**src/rtl/bankreg_pkg.sv**
```systemverilog
// Shared definitions for the mode-banked register file.
// Assumes a 5-bit mode code and 4-bit register numbers.
package bankreg_pkg;

    localparam logic [4:0] MODE_USR = 5'b10000;
    localparam logic [4:0] MODE_FIQ = 5'b10001;
    localparam logic [4:0] MODE_IRQ = 5'b10010;
    localparam logic [4:0] MODE_SVC = 5'b10011;
    localparam logic [4:0] MODE_ABT = 5'b10111;
    localparam logic [4:0] MODE_UND = 5'b11011;
    localparam logic [4:0] MODE_SYS = 5'b11111;

    // Storage bank in use; System and unlisted codes fold onto BK_USR.
    typedef enum logic [2:0] {
        BK_USR = 3'd0,
        BK_FIQ = 3'd1,
        BK_IRQ = 3'd2,
        BK_SVC = 3'd3,
        BK_ABT = 3'd4,
        BK_UND = 3'd5
    } bank_t;

    localparam int N_SHARED   = 8;   // registers 0..7 common to all modes
    localparam int FIQ_FIRST  = 8;   // first register private to fast interrupt
    localparam int N_FIQ_PRIV = 7;   // registers 8..14
    localparam int SP_NUM     = 13;  // first register private to other exception modes
    localparam int N_EXC_PRIV = 2;   // stack pointer and link register
    localparam int PC_NUM     = 15;  // held outside the array
    localparam int N_EXC      = 4;   // IRQ, SVC, ABT, UND
    localparam int N_SPSR     = 5;   // one saved status word per exception mode

    // Physical layout: shared + User 8..14, then fast-interrupt copies, then pairs.
    localparam int FIQ_BASE  = N_SHARED + N_FIQ_PRIV;
    localparam int PAIR_BASE = FIQ_BASE + N_FIQ_PRIV;
    localparam int N_PHYS    = PAIR_BASE + N_EXC * N_EXC_PRIV;

    // Translate a mode code into the bank that owns its private storage.
    function automatic bank_t decode_mode(input logic [4:0] m);
        case (m)
            MODE_FIQ: return BK_FIQ;
            MODE_IRQ: return BK_IRQ;
            MODE_SVC: return BK_SVC;
            MODE_ABT: return BK_ABT;
            MODE_UND: return BK_UND;
            default:  return BK_USR;
        endcase
    endfunction

endpackage

```
**src/rtl/bankreg_map.sv**
```systemverilog
// Maps a register number and a bank onto a physical slot of the array.
// Assumes the layout constants of bankreg_pkg; register 15 yields valid=0.
module bankreg_map
    import bankreg_pkg::*;
#(
    parameter int SEL_W = 4,
    parameter int IDX_W = $clog2(N_PHYS)
) (
    input  logic [SEL_W-1:0] sel,
    input  bank_t            bank,
    output logic [IDX_W-1:0] idx,
    output logic             valid
);

    // Combinational slot selection by register number and bank.
    always_comb begin
        int r;
        int slot;
        r     = int'(sel);
        valid = (r != PC_NUM);
        if (r < N_SHARED || bank == BK_USR) begin
            slot = r;
        end else if (bank == BK_FIQ) begin
            slot = FIQ_BASE + (r - FIQ_FIRST);
        end else if (r >= SP_NUM && r < SP_NUM + N_EXC_PRIV) begin
            slot = PAIR_BASE + (int'(bank) - int'(BK_IRQ)) * N_EXC_PRIV + (r - SP_NUM);
        end else begin
            slot = r;
        end
        if (!valid) slot = 0;
        idx = IDX_W'(slot);
    end

endmodule

```
**src/rtl/bankreg_spsr.sv**
```systemverilog
// Saved status words, one per exception mode, addressed by the current bank.
// Assumes bank comes from the mode code alone (never forced to User).
module bankreg_spsr
    import bankreg_pkg::*;
#(
    parameter int DATA_W = 32
) (
    input  logic              clk,
    input  logic              rst_n,
    input  bank_t             bank,
    input  logic              wr_en,
    input  logic [DATA_W-1:0] wr_data,
    output logic [DATA_W-1:0] rd_data
);

    localparam int SLOT_W = $clog2(N_SPSR);

    logic [N_SPSR-1:0][DATA_W-1:0] store;
    logic [SLOT_W-1:0]             slot;
    logic                          owned;

    // Slot of the current exception mode; User/System own none.
    always_comb begin
        owned = (bank != BK_USR);
        slot  = owned ? SLOT_W'(int'(bank) - int'(BK_FIQ)) : '0;
    end

    // Clear on reset, otherwise update the owning mode's word.
    always_ff @(posedge clk) begin
        if (!rst_n) begin
            store <= '0;
        end else if (wr_en && owned) begin
            store[slot] <= wr_data;
        end
    end

    // Present the current mode's word, zero when it has none.
    always_comb begin
        rd_data = owned ? store[slot] : '0;
    end

    p_spsr_zero_r8: assert property (@(posedge clk) disable iff (!rst_n)
        (bank == BK_USR) |-> (rd_data == '0));

    p_spsr_hold_r8: assert property (@(posedge clk) disable iff (!rst_n)
        (wr_en && bank == BK_USR) |=> $stable(store));

endmodule

```
**src/rtl/bankreg_file.sv**
```systemverilog
// Top of the mode-banked register file: two read ports, one write port,
// saved status port. Assumes inputs are stable around the rising edge;
// register 15 is supplied outside and reads zero here.
module bankreg_file
    import bankreg_pkg::*;
#(
    parameter int DATA_W = 32,
    parameter int SEL_W  = 4,
    parameter int MODE_W = 5
) (
    input  logic              clk,
    input  logic              rst_n,
    input  logic [MODE_W-1:0] mode,
    input  logic              user_bank,
    input  logic [SEL_W-1:0]  rd_a_sel,
    output logic [DATA_W-1:0] rd_a_data,
    input  logic [SEL_W-1:0]  rd_b_sel,
    output logic [DATA_W-1:0] rd_b_data,
    input  logic              wr_en,
    input  logic [SEL_W-1:0]  wr_sel,
    input  logic [DATA_W-1:0] wr_data,
    input  logic              sps_wr_en,
    input  logic [DATA_W-1:0] sps_wr_data,
    output logic [DATA_W-1:0] sps_rd_data
);

    localparam int IDX_W   = $clog2(N_PHYS);
    localparam int N_PORTS = 3;  // 0: read A, 1: read B, 2: write

    bank_t              mode_bank;
    bank_t              reg_bank;
    logic [SEL_W-1:0]   port_sel   [N_PORTS];
    logic [IDX_W-1:0]   port_idx   [N_PORTS];
    logic               port_valid [N_PORTS];
    logic [DATA_W-1:0]  regs       [N_PHYS];

    // Bank for the general ports, with the User override applied.
    always_comb begin
        mode_bank   = decode_mode(mode);
        reg_bank    = user_bank ? BK_USR : mode_bank;
        port_sel[0] = rd_a_sel;
        port_sel[1] = rd_b_sel;
        port_sel[2] = wr_sel;
    end

    for (genvar p = 0; p < N_PORTS; p++) begin : g_map
        bankreg_map #(.SEL_W(SEL_W), .IDX_W(IDX_W)) u_map (
            .sel   (port_sel[p]),
            .bank  (reg_bank),
            .idx   (port_idx[p]),
            .valid (port_valid[p])
        );
    end

    // Register array: synchronous clear, single write per cycle.
    always_ff @(posedge clk) begin
        if (!rst_n) begin
            for (int i = 0; i < N_PHYS; i++) regs[i] <= '0;
        end else if (wr_en && port_valid[2]) begin
            regs[port_idx[2]] <= wr_data;
        end
    end

    // Combinational read ports; register 15 reads zero.
    always_comb begin
        rd_a_data = port_valid[0] ? regs[port_idx[0]] : '0;
        rd_b_data = port_valid[1] ? regs[port_idx[1]] : '0;
    end

    bankreg_spsr #(.DATA_W(DATA_W)) u_spsr (
        .clk     (clk),
        .rst_n   (rst_n),
        .bank    (mode_bank),
        .wr_en   (sps_wr_en),
        .wr_data (sps_wr_data),
        .rd_data (sps_rd_data)
    );

    p_ports_agree_r1: assert property (@(posedge clk) disable iff (!rst_n)
        (rd_a_sel == rd_b_sel) |-> (rd_a_data == rd_b_data));

    p_pc_zero_r9: assert property (@(posedge clk) disable iff (!rst_n)
        (rd_a_sel == SEL_W'(PC_NUM)) |-> (rd_a_data == '0));

    p_write_visible_r10: assert property (@(posedge clk) disable iff (!rst_n)
        (wr_en && wr_sel != SEL_W'(PC_NUM)) |=>
        (rd_a_sel != $past(wr_sel) || mode != $past(mode) ||
         user_bank != $past(user_bank) || rd_a_data == $past(wr_data)));

    p_reset_clear_r11: assert property (@(posedge clk) disable iff (!rst_n)
        $rose(rst_n) |-> (rd_a_data == '0 && sps_rd_data == '0));

endmodule

```
**config.mk**
```make
export PLATFORM = sky130hd
export DESIGN_NAME = bankreg_file
export DESIGN_NICKNAME = d
export VERILOG_FILES = /design/src/rtl/bankreg_pkg.sv /design/src/rtl/bankreg_map.sv /design/src/rtl/bankreg_spsr.sv /design/src/rtl/bankreg_file.sv
export SDC_FILE = /design/constraint.sdc
export NUM_CORES = 2
export LEC_CHECK = 0
export ABC_CLOCK_PERIOD_IN_PS = 5800
export BUFFER_PORTS_ARGS = -buffer_cell sky130_fd_sc_hd__buf_4
export CAP_MARGIN = 40
export CORE_MARGIN = 4
export CORE_UTILIZATION = 46
export CTS_BUF_LIST = sky130_fd_sc_hd__clkbuf_8
export CTS_CLUSTER_DIAMETER = 40
export DETAILED_ROUTE_END_ITERATION = 10
export GPL_ROUTABILITY_DRIVEN = 0
export PLACE_DENSITY = 0.69
export REMOVE_ABC_BUFFERS = 1
export SYNTH_ARGS = -nofsm -noshare
export SYNTH_HDL_FRONTEND = slang
export SYNTH_SLANG_ARGS = --single-unit
export TNS_END_PERCENT = 5
```
**constraint.sdc**
```tcl
create_clock -name clk -period 5.8 [get_ports clk]
set_clock_uncertainty 0.15 [all_clocks]
set_input_delay 0.58 -clock clk [delete_from_list [all_inputs] [get_ports clk]]
set_output_delay 0.58 -clock clk [all_outputs]
set_load 0.005 [all_outputs]
```
=== Yosys cells after proc, flatten, opt, wreduce, memory -nomap -nowiden ===
Memory sizes are Yosys's and may differ from the RTL's.
Cells that the tools add are included.

* Register bits: 160
* Memory bits (writable): 960
* Memories kept: 1
* Output and inout bits: 96
* Bits of input ports: 86
* Word-level logic and storage cells: 83

* Muxes and demuxes: 30
* $add $sub $neg: 15
* Magnitude comparators: 11
* Reductions and logical operators: 12
* Equality and inequality tests: 9

{| class="wikitable"
|+ Memories
! memory !! depth !! width !! read ports !! clocked after Yosys merged registers in !! write ports !! line !! RTL
|-
| regs || 30 || 32 || 2 || 0 || 30 || bankreg_file.sv:35 || <nowiki>logic [DATA_W-1:0] regs [N_PHYS];</nowiki>
|}

{| class="wikitable"
|+ Operator list
! kind !! number
|-
| $mux 32 || 6
|-
| $bwmux 160 || 1
|-
| $bmux 32 s3 || 1
|-
| $demux 32 s3 || 1
|-
| $mux 5 || 13
|-
| $reduce_or 32->1 || 1
|-
| $sub 4x4->5 const B || 6
|-
| $eq 5x5->1 const B || 5
|-
| $lt 4x4->1 const B || 6
|-
| $add 5x5->5 const A || 4
|-
| $add 5x5->5 || 3
|-
| $pmux 3 s5 || 1
|-
| $ge 4x4->1 const B || 3
|-
| $ne 4x1->1 const B || 3
|-
| $logic_and 1x1->1 || 6
|-
| $mux 3 || 2
|-
| $mux 1 || 5
|-
| $lt 3x4->1 const B || 1
|-
| $sub 3x2->4 const B || 1
|-
| $eq 3x1->1 const B || 1
|-
| $ge 3x1->1 const B || 1
|-
| $logic_not 3->1 || 1
|-
| $logic_or 1x1->1 || 3
|-
| $reduce_bool 3->1 || 1
|-
| $sub 3x1->3 const B || 1
|}

=== Depth between registers and ports, before layout ===
An unclocked memory read counts as a cell.

* Depth in word-level cells: 12
* Depth in mapped cells: 20
* Depth with buffers taken out: 16

=== Hierarchy ===
From an unflattened synthesis, not the netlist that was laid out.

* Cell total of the unflattened synthesis: 4,579
* Area total of the unflattened synthesis: 62,802.7 um2

{| class="wikitable"
|+ By module, submodules not included
! module !! cells an instance !! area each (um2) !! times used !! sequential area each (um2)
|-
| bankreg_file || 3,523 || 54,284.6 || 1 || 30,749.5
|-
| bankreg_spsr || 903 || 7,257.0 || 1 || 3,203.1
|-
| bankreg_map || 51 || 420.4 || 3 || 0.0
|}

=== Worst setup path after synthesis ===
OpenSTA, ideal clock, no wires.

* Path type: input -> register
* From: input port mode[2]
* To: memory regs[0][0], enable pin
* Path buffers: 2
* Data arrival time: 5.759 ns
* Data required time: 5.184 ns
* Stages: 16
* Setup time: 0.466 ns
* Slack: -0.575 ns
* Cell sequence: nand3b_4 -> a21oi_1 -> inv_1 -> clkbuf_1 -> clkbuf_1 -> nor2_1 -> nand2_1 -> nand2_1 -> ha_1 -> fa_1 -> xnor2_1 -> a21oi_1 -> o311ai_2 -> a21boi_2 -> nand2_1 -> o21ai_0

{| class="wikitable"
|+ RTL lines
! item !! line !! RTL
|-
| from (decl) || bankreg_file.sv:13 || <nowiki>input logic [MODE_W-1:0] mode,</nowiki>
|-
| to (decl) || bankreg_file.sv:35 ||
|}

=== Worst setup path in the final report ===
* From: input port mode[3]
* To: output port rd_a_data[9]

* Longest elaborated chain between the ends: 12
* Elaborated cells between the ends (all ways): 19
* Those cells by class: 3 x add/sub; 6 x eq/ne; 7 x mux; 2 x reduce/logical; 1 x memory

{| class="wikitable"
|+ Ends and longest elaborated chain
! item !! line !! RTL
|-
| $eq 5x5->1 || bankreg_pkg.sv:39 || <nowiki>case (m)</nowiki>
|-
| $pmux 3 s5 (*) || bankreg_pkg.sv:39 ||
|-
| $mux 3 (*) || bankreg_file.sv:40 || <nowiki>reg_bank = user_bank ? BK_USR : mode_bank;</nowiki>
|-
| $sub 3x2->4 || bankreg_map.sv:26 || <nowiki>slot = PAIR_BASE + (int'(bank) - int'(BK_IRQ)) * N_EXC_PRIV + (r - SP_NUM);</nowiki>
|-
| $add 5x5->5 (2 in a row) || bankreg_map.sv:26 ||
|-
| $mux 5 || bankreg_map.sv:25 || <nowiki>end else if (r >= SP_NUM && r < SP_NUM + N_EXC_PRIV) begin</nowiki>
|-
| $mux 5 || bankreg_map.sv:23 || <nowiki>end else if (bank == BK_FIQ) begin</nowiki>
|-
| $mux 5 (*) || bankreg_map.sv:21 || <nowiki>if (r < N_SHARED || bank == BK_USR) begin</nowiki>
|-
| $mux 5 (*) || bankreg_map.sv:30 || <nowiki>if (!valid) slot = 0;</nowiki>
|-
| $mem_v2 30x32 (*) || -- ||
|-
| $mux 32 (*) || bankreg_file.sv:66 || <nowiki>rd_a_data = port_valid[0] ? regs[port_idx[0]] : '0;</nowiki>
|-
| to (decl) || bankreg_file.sv:16 || <nowiki>output logic [DATA_W-1:0] rd_a_data,</nowiki>
|}

Every way passes the cells marked *; elsewhere a longest branch is shown, timed or not.

==> results.toml <==
[run_status]
status = "finished with violations"
violations = "DRC, setup timing"

[synthesis]
synth_flop_cell = "edfxtp_1"
synth_top_cell_area_share_pct = 46.28
netlist.top_cell.by_area = "edfxtp_1"
yosysUniqueCellTypes = 90
synth.most_common_cell = "nand2_1"
synthCells = 6773
yosysSeqAreaShare_pct = 51.10
synthTopCellsByCount = "nand2_1, edfxtp_1, and3_1"
async_flop_share_pct = 0
avgSynthCellArea_um2 = 9.809
ys_ff_latch = 1184
yosys_warnings = 0
synthesis.area_um2 = 66440
synth_edf_count = 1024
synthTopCellsByArea = "edfxtp_1, and3_1, nand2_1"

[sta]
holdWs_ps = 154.7
worst_pin_slew_ps = 945.0
setup_ws_ps = -75.82
slew_headroom_pct = 36.34
setup_violations = 2
rsz0062_at_grt = "true"
hold_viol_final = 0
fin_crit_ps = 5876
post-route-period-util_pct = 101.3
max_freq_ghz = 0.1702
setup_tns_ps = -83.49
slew_viol_final = 0

[grt]
grt_pass1_wl_um = 386500
overflow = 0
grt_use_total_pct = 34.03
grt_pass1_vias = 58800
grt_max_degree = 128
antenna_found_initial = 9

[power_and_ir_drop]
combPwrFrac_pct = 15.2
ir_worst_vdd_uv = 206.2
p_clk_share_pct = 38.4
p_int_mw = 15.11
p_seq_share_pct = 46.3
power_density_nw_per_um2 = 277.2
leakage_nw = 29.48
p_switching_mw = 6.151
switching_share_pct = 28.93

[die]
num_rows = 139
fp.dieH_um = 388.0
die_area_um2 = 150600
io_pins = 182
die_width_um = 388.0
initial_core_util_pct = 46.30
core_area_um2 = 143500

[cts]
clkTransAtPathRegs_ps = 60
cts_made_buffers = 216
clock-root-buffer = "clkbuf_8"
clk_path_buf_depth = 3
cts_sinks = 1184
cts_tree = "built"
worstSkewPairLatency_ps = 980
htree_levels = 4

[critical_path]
required_ps = 5070
path_max_fanout = 14
crit_type = "primary input to output pin"
cp.arrival_ps = 5150
cp-end-kind = "output pin"
cp-start-kind = "primary input"
rrSetupSlack_ps = 4450

[layout]
num-fill-cells = 12340
instances_no_fill = 8859
final_layout_size_suffix_gt1_share_pct = 14.06
fin_nets = 6901
multiInputGateArea_um2 = 29880
syn2layout_area_growth_pct = 15.44
final-seq-area_um2 = 33950

[placed_design]
io_buffers = 181
dp_cells = 8402
place_ws_ps = -9.478
dp_hpwl_um = 155100

[routing]
routed_via_density = 6.909
detail-route-antenna-nets = 0
via_count = 61210
first_pass_iters = 11
wl_um = 267700
drc = 1
wl_per_cell_um = 30.22
initialDrtViolationCount = 9600

[job]
drv_cap = 0

[min_path]
holdCritPathClass = "primary input to register"
## power by group through the flow
stage | sequential, mW | combinational (mW) | clock (mW)
floorplan | 9.95 | 1.59 | 0
global placement | 9.99 | 3.02 | 0
detailed placement | 10.0 | 3.06 | 0
CTS | 9.83 | 3.10 | 8.19
global route | 9.88 | 3.35 | 8.61
finish | 9.85 | 3.24 | 8.17
## flip-flops by register name, summed over array words and instances (netlist names)
register / cells
regs: 1024
u_spsr.store: 160
## cells by family after synthesis
| group | synth area share (%) |
|---|---|
| compound gates | 17.61 |
| xor+xnor | 0.2072 |
| fa+ha+maj | 0.6366 |
| buf+inv | 5.058 |
| flops | 51.10 |
| mux | 3.612 |
| simple gates | 21.77 |
## critical path, stage by stage
cell	delay, ps
buf_4	120
nor2_1	130
nand3_1	130
buf_4	160
xnor2_1	110
nor2_1	220
ha_1	320
fa_1	450
o21ai_1	250
a21boi_1	170
buf_4	210
nor2_4	400
buf_4	430
a211oi_1	90
nor4_1	530
buf_4	190
and3_1	210
o22ai_1	200
buf_4	210
## cell usage in the layout (no fill, tap or decap), types with 31 or more instances in the layout
cell | netlist | final
a21boi_0 | 160 | 160
a211oi_1 | 405 | 405
dlygate4sd3_1 | 0 | 66
nand2_1 | 1165 | 1149
nor4_1 | 64 | 62
and2_1 | 330 | 326
a2111o_1 | 31 | 31
nand3_1 | 272 | 266
inv_1 | 16 | 70
mux2i_1 | 188 | 188
a311oi_1 | 242 | 240
buf_4 | 16 | 421
edfxtp_1 | 1024 | 1024
a21oi_1 | 276 | 273
clkinv_1 | 0 | 38
a221oi_1 | 64 | 64
o21ai_0 | 249 | 230
o22a_1 | 57 | 57
dfxtp_1 | 160 | 160
and3_1 | 898 | 897
buf_12 | 0 | 109
clkbuf_8 | 0 | 226
## per-stage QoR
step | power, mW | util, % | area, um^2
finish | 21.26 | 53.45 | 76690
global route | 21.83 | 53.44 | 76680
CTS | 21.12 | 53.31 | 76500
detailed placement | 13.06 | 49.82 | 71480
global placement | 13.01 | 49.79 | 71430
floorplan | 11.54 | - | 63140
## metal layers
| layer | part of all wire (%) | GRT usage [%] | routed length, um | vias up |
|---|---|---|---|---|
| met5 | 0 | 0 | 0 | - |
| met3 | 14 | 9.751 | 38120 | 1240 |
| met2 | 43 | 50.82 | 115900 | 5272 |
| met4 | 7.4 | 22.43 | 19800 | 0 |
| li1 | - | - | - | 25410 |
| met1 | 35 | 43.10 | 93890 | 29290 |
## worst paths after layout
kind	cells past startpoint	startpoint	endpoint
setup / recovery	19	mode[3]	rd_a_data[9]
hold / removal	6	sps_wr_en	u_spsr.store[158]
setup reg to reg	3	u_spsr.store[2]	u_spsr.store[2]
hold reg to reg	2	u_spsr.store[70]	u_spsr.store[70]
## area by class of cell
cell class / count / share of cell area, %
diodes: 6 / 0.01958
clock buffers: 226 / 4.056
clock inverters: 159 / 1.612
inverters: 16 / 0.07831
multi-input cells: 4766 / 38.97
flip-flops and latches: 1184 / 44.27
well taps: 1903 / 3.105
repair buffers: 599 / 7.893
## timing repair
| action | 4_1_cts | 5_1_grt |
|---|---|---|
| hold buffers | 66 | 0 |
| resized for setup | 1 | 29 |
| endpoints found under the hold margin | 1169 | 0 |
| buffers inserted | 0 | 0 |
| pin swaps | 0 | 1 |
| endpoints found under the setup margin | 1 | 48 |
Note: power is estimated with default switching activity, not from simulation.
